$ cat config.mk
export PLATFORM = sky130hd
export DESIGN_NAME = guard_timer
export DESIGN_NICKNAME = d
export VERILOG_FILES = /design/src/rtl/gt_pkg.sv /design/src/rtl/gt_keygate.sv /design/src/rtl/gt_counter.sv /design/src/rtl/guard_timer.sv
export SDC_FILE = /design/constraint.sdc
export NUM_CORES = 1
export LEC_CHECK = 0
export ABC_AREA = 0
export ABC_CLOCK_PERIOD_IN_PS = 2800
export BUFFER_PORTS_ARGS = -buffer_cell sky130_fd_sc_hd__buf_4
export CORE_AREA = 5 5 80 82
export DETAILED_ROUTE_END_ITERATION = 7
export DIE_AREA = 0 0 85 87
export PLACE_DENSITY = 0.79
export SYNTH_ARGS = -nofsm -noshare
export SYNTH_HDL_FRONTEND = slang
export SYNTH_HIERARCHICAL = 1
export SYNTH_SLANG_ARGS = --single-unit
$ cat constraint.sdc
create_clock -name clk -period 2.8 [get_ports clk]
set_input_delay 0.42 -clock clk [delete_from_list [all_inputs] [get_ports clk]]
set_output_delay 0.42 -clock clk [all_outputs]
set_load 0.02 [all_outputs]
$ cat src/rtl/gt_pkg.sv
package gt_pkg;
  localparam logic [15:0] GT_KEY  = 16'h5AFA;
  localparam logic [15:0] GT_FEED = 16'h55AA;

  typedef enum logic [1:0] {
    GT_A_CTRL   = 2'd0,
    GT_A_RELOAD = 2'd1,
    GT_A_FEED   = 2'd2,
    GT_A_COUNT  = 2'd3
  } gt_addr_e;

  localparam int GT_B_EN   = 0;
  localparam int GT_B_MODE = 1;
  localparam int GT_B_CLR  = 2;
endpackage

$ cat src/rtl/gt_keygate.sv
module gt_keygate
  import gt_pkg::*;
(
  input  logic        wr_en,
  input  logic [1:0]  wr_addr,
  input  logic [31:0] wr_data,
  output logic        ctrl_we,
  output logic        reload_we,
  output logic        feed_ok,
  output logic        irq_clr,
  output logic [15:0] wr_low
);
  logic key_ok;

  always_comb begin
    key_ok    = wr_en && (wr_data[31:16] == GT_KEY);
    wr_low    = wr_data[15:0];
    ctrl_we   = key_ok && (wr_addr == GT_A_CTRL);
    reload_we = key_ok && (wr_addr == GT_A_RELOAD);
    feed_ok   = key_ok && (wr_addr == GT_A_FEED) && (wr_data[15:0] == GT_FEED);
    irq_clr   = ctrl_we && wr_data[GT_B_CLR];
  end
endmodule

$ cat src/rtl/gt_counter.sv
module gt_counter #(
  parameter int              CNT_W      = 16,
  parameter logic [CNT_W-1:0] RST_RELOAD = '1
) (
  input  logic             clk,
  input  logic             rst,
  input  logic             tick,
  input  logic             en,
  input  logic             irq_mode,
  input  logic             load,
  input  logic [CNT_W-1:0] reload_val,
  output logic [CNT_W-1:0] count,
  output logic             expire
);
  localparam logic [CNT_W-1:0] ONE = CNT_W'(1);

  always_comb expire = tick && en && !load && (count == ONE);

  always_ff @(posedge clk) begin
    if (rst)                        count <= RST_RELOAD;
    else if (load)                  count <= reload_val;
    else if (expire && irq_mode)    count <= reload_val;
    else if (tick && en && count != '0) count <= count - ONE;
  end

  AST_DISABLED_HOLD: assert property (@(posedge clk) disable iff (rst)
    (!en && !load) |=> $stable(count));
  AST_FEED_LOAD: assert property (@(posedge clk) disable iff (rst)
    load |=> (count == $past(reload_val)));
endmodule

$ cat src/rtl/guard_timer.sv
module guard_timer
  import gt_pkg::*;
#(
  parameter int               CNT_W      = 16,
  parameter logic [CNT_W-1:0] RST_RELOAD = '1
) (
  input  logic             clk,
  input  logic             rst,
  input  logic             tick,
  input  logic             wr_en,
  input  logic [1:0]       wr_addr,
  input  logic [31:0]      wr_data,
  input  logic [1:0]       rd_addr,
  output logic [31:0]      rd_data,
  output logic [CNT_W-1:0] count,
  output logic             rst_req,
  output logic             irq
);
  logic             ctrl_we, reload_we, feed_ok, irq_clr;
  logic [15:0]      wr_low;
  logic             en_q, mode_q, expire;
  logic [CNT_W-1:0] reload_q;

  gt_keygate u_gate (
    .wr_en(wr_en), .wr_addr(wr_addr), .wr_data(wr_data),
    .ctrl_we(ctrl_we), .reload_we(reload_we), .feed_ok(feed_ok),
    .irq_clr(irq_clr), .wr_low(wr_low)
  );

  always_ff @(posedge clk) begin
    if (rst) begin
      en_q     <= 1'b0;
      mode_q   <= 1'b0;
      reload_q <= RST_RELOAD;
    end else begin
      if (ctrl_we) begin
        en_q   <= wr_low[GT_B_EN];
        mode_q <= wr_low[GT_B_MODE];
      end
      if (reload_we) reload_q <= wr_low[CNT_W-1:0];
    end
  end

  gt_counter #(.CNT_W(CNT_W), .RST_RELOAD(RST_RELOAD)) u_cnt (
    .clk(clk), .rst(rst), .tick(tick), .en(en_q), .irq_mode(mode_q),
    .load(feed_ok), .reload_val(reload_q), .count(count), .expire(expire)
  );

  always_ff @(posedge clk) begin
    if (rst) begin
      rst_req <= 1'b0;
      irq     <= 1'b0;
    end else begin
      rst_req <= expire && !mode_q;
      if (expire && mode_q) irq <= 1'b1;
      else if (irq_clr)     irq <= 1'b0;
    end
  end

  always_ff @(posedge clk) begin
    if (rst) rd_data <= '0;
    else begin
      case (gt_addr_e'(rd_addr))
        GT_A_CTRL:   rd_data <= {30'd0, mode_q, en_q};
        GT_A_RELOAD: rd_data <= 32'(reload_q);
        GT_A_FEED:   rd_data <= '0;
        default:     rd_data <= 32'(count);
      endcase
    end
  end

  AST_KEY_GUARD: assert property (@(posedge clk) disable iff (rst)
    (wr_en && wr_data[31:16] != GT_KEY) |=> ($stable(reload_q) && $stable(en_q) && $stable(mode_q)));
  AST_RST_ONE_CYCLE: assert property (@(posedge clk) disable iff (rst)
    rst_req |=> !rst_req);
  AST_IRQ_STICKY: assert property (@(posedge clk) disable iff (rst)
    (irq && !irq_clr) |=> irq);
  AST_IRQ_NO_RST: assert property (@(posedge clk) disable iff (rst)
    $rose(irq) |-> !rst_req);
endmodule

==> results.py <==
metrics = {
    "worst_setup_path": {
        "worst_setup_path_start_kind": "flip-flop",
        "worst-setup-path-type": "flip-flop to flip-flop",
        "critical_path.n_buffers_inverters": 0,
        "rr_worst_depth": 5,
        "max_stage_delay_ns": 0.61,
        "worstPathRequired_ns": 2.99,
        "crit_family": "simple AND/OR/NAND/NOR gates",
        "timing.critical_path.cells": "or4_4 -> nor3_4 -> a41oi_4 -> or2_1 -> a2bb2oi_1",
        "cp_max_fo": 11,
        "crit_path_top_delay_cell": "sky130_fd_sc_hd__or4_4",
        "crit_path_end_kind": "flip-flop",
        "arrival_ns": 2.46,
        "critical_path_cell_count": 5,
    },
    "layout": {
        "layout_area_growth_over_synthesis_pct": 16.55,
        "design.final.nets": 376,
        "antenna_cells_inserted": 0,
        "commonest_cells_after_routing_fill_and_taps_aside": "sky130_fd_sc_hd__buf_4, sky130_fd_sc_hd__dfxtp_1, sky130_fd_sc_hd__nor2_1, sky130_fd_sc_hd__nor2b_1, sky130_fd_sc_hd__mux2i_1",
        "final_cells": 410,
        "leading_cell_type_in_the_layout_fill_and_taps_excluded": "sky130_fd_sc_hd__buf_4",
        "layout.core_utilization": 0.5653,
        "finalInstanceArea_um2": 3208,
        "share_of_post_route_cells_with_drive_strength_above_1": 0.2896,
    },
    "place": {
        "dp_cells": 402,
        "globalplace.congestion": 0.8324,
        "post-place-ws_ns": 0.4471,
        "port-buffer-count": 73,
        "hpwlAfterDp_mm": 4.725,
        "cell_area_placed_um2": 3123,
    },
    "synthesis": {
        "async_flop_share": 0,
        "synthesis.yosys.warnings": 6,
        "number_of_enable_type_register_cells_in_the_synthesized_netlist": 0,
        "post_synth_inst_count": 281,
        "syn_area_um2": 2753,
        "ys_seq_area_frac": 0.3782,
        "ys_top_cells_by_area": "sky130_fd_sc_hd__dfxtp_1, sky130_fd_sc_hd__buf_4, sky130_fd_sc_hd__mux2i_1",
        "synth_flop_cell": "sky130_fd_sc_hd__dfxtp_1",
        "synthDominantCellAreaShare": 0.3782,
        "post-synth-top-area-cell": "sky130_fd_sc_hd__dfxtp_1",
        "synth_area_per_cell_um2": 9.796,
        "yosys_register_bits": 52,
        "synthDistinctLibCells": 51,
    },
    "hold_path": {
        "worstHoldPathCells": 2,
        "holdCritPathClass": "input pin to flip-flop",
    },
    "routing": {
        "routed_wl_mm": 5.986,
        "avgViaCountPerCell": 5.178,
        "wl_per_cell_um": 14.60,
        "drt-pass1-iter-count": 5,
        "drc_errors": 0,
        "dr.first_iter.drc_count": 120,
        "vias": 2123,
        "ant_nets": 0,
    },
    "sta": {
        "slew-limit-headroom": 0.5677,
        "worst_slew_pin_slew_ns": 0.6425,
        "finalSetupViolCount": 0,
        "setup_slack_ns": 0.5231,
        "hold_ws_ns": 0.3227,
        "period_utilisation_layout": 0.8132,
        "fmax_mhz": 439.2,
        "timing_hold_violations_final": 0,
        "rsz0062_at_grt": "false",
        "setup-tns-final_ns": 0,
        "timing.clock.skew_ns": 0.01146,
        "min_period_ns": 2.277,
        "final_max_slew_viol_count": 0,
    },
    "die": {
        "fp.dieW_um": 85,
        "start_util": 0.4850,
        "io_pins": 90,
        "die_span_y_um": 87,
        "floorplan.core_area_um2": 5675,
        "rows": 28,
        "fp.dieArea_um2": 7395,
    },
    "cts": {
        "cts.clk_slew.worst_paths_ns": 0.09,
        "clk_latency_ns": 0.30,
        "post-cts-setup-buffer-count": 0,
        "clock_path_buffers": 2,
        "postCtsHoldBufs": 0,
        "clock-root-buffer": "sky130_fd_sc_hd__clkbuf_8",
        "tritoncts": "yes",
        "cts_inserted_buffers": 5,
        "cts_sinks": 52,
        "cts_max_level": 2,
        "post_cts.resized_instances": 0,
    },
    "outcome": {
        "outcome": "completed",
    },
    "flow_run": {
        "max_cap_violations": 0,
    },
    "global_routing": {
        "grt_start_max_net_pins": 33,
        "grt_overflow": 0,
        "grt_pass1_vias": 2046,
        "antenna_found_initial": 0,
        "global_route_wire_length_before_repair_mm": 9.846,
        "grt_usage": 0.1652,
    },
    "pwr": {
        "powerDensity_nw_per_um2": 408.5,
        "power_leakage_nw": 1.313,
        "worst_ir_drop_vdd_mv": 0.1755,
        "post-layout-total-power_mw": 1.311,
    },
}
==> state kept, by name (all words and copies together), names as in the netlist <==
name	cells
irq	1
mode_q	1
reload_q	16
rd_data	16
rst_req	1
u_cnt/count	16
en_q	1
==> kinds of logic after synthesis <==
logic type | Yosys count | share of synthesized area
AO/OA/AOI/OAI | 42 | 0.1327
XOR/XNOR | 14 | 0.04727
adder cells (fa/ha/maj) | 2 | 0.009089
buffers and inverters | 49 | 0.1332
flip-flops | 52 | 0.3782
multiplexers | 18 | 0.06545
other | 1 | 0.001362
AND/OR/NAND/NOR | 103 | 0.2327
==> worst register-to-register path, cell delays in order (launching register included) <==
cell and delay (ns):
sky130_fd_sc_hd__dfxtp_1 0.39, sky130_fd_sc_hd__or4_4 0.61, sky130_fd_sc_hd__nor3_4 0.31, sky130_fd_sc_hd__a41oi_4 0.24
sky130_fd_sc_hd__or2_1 0.42, sky130_fd_sc_hd__a2bb2oi_1 0.19
==> synthesized netlist by cell type, types with 3 or more instances <==
cell type                   instances
sky130_fd_sc_hd__a211o_1           16
sky130_fd_sc_hd__a21oi_1            6
sky130_fd_sc_hd__a2bb2oi_1         11
sky130_fd_sc_hd__buf_4             33
sky130_fd_sc_hd__buf_6              6
sky130_fd_sc_hd__dfxtp_1           52
sky130_fd_sc_hd__inv_1              5
sky130_fd_sc_hd__mux2i_1           18
sky130_fd_sc_hd__nand2_1            8
sky130_fd_sc_hd__nand2b_1           4
sky130_fd_sc_hd__nand3_1            7
sky130_fd_sc_hd__nor2_1            21
sky130_fd_sc_hd__nor2b_1           19
sky130_fd_sc_hd__nor3_1             9
sky130_fd_sc_hd__nor4_1             6
sky130_fd_sc_hd__nor4bb_1           3
sky130_fd_sc_hd__xor2_1            12
==> report_power, final <==
group          total, mW  switching (mW)  internal, mW
clock network      0.410           0.232         0.179
registers          0.755         0.00296         0.752
logic              0.145          0.0799        0.0655
==> final timing paths <==
path	startpoint	to	slack [ns]
setup / recovery	u_cnt/count[3]$_SDFFE_PP1P_	u_cnt/count[11]$_SDFFE_PP1P_	0.52
setup reg to reg	u_cnt/count[3]$_SDFFE_PP1P_	u_cnt/count[11]$_SDFFE_PP1P_	0.52
hold reg to reg	reload_q[15]$_SDFFE_PP1P_	u_cnt/count[15]$_SDFFE_PP1P_	0.51
hold / removal	wr_data[3]	reload_q[3]$_SDFFE_PP1P_	0.32
==> layout make-up <==
class | count | area, µm²
clock buffers | 7 | 76.32
clock inverters | 1 | 8.758
fillers | 543 | 2467
inverters | 6 | 22.52
multi-input cells | 195 | 1410
flip-flops and latches | 52 | 1041
well taps | 75 | 93.84
repair buffers | 74 | 555.5
==> layer usage <==
metal	wire length (µm)	GRT usage	share of wire
met1	2590	0.2056	0.43
met2	2844	0.2740	0.48
met3	463	0.05487	0.077
met4	88	0.04604	0.015
met5	0	0	0
Note: power is estimated with default switching activity, not from simulation.
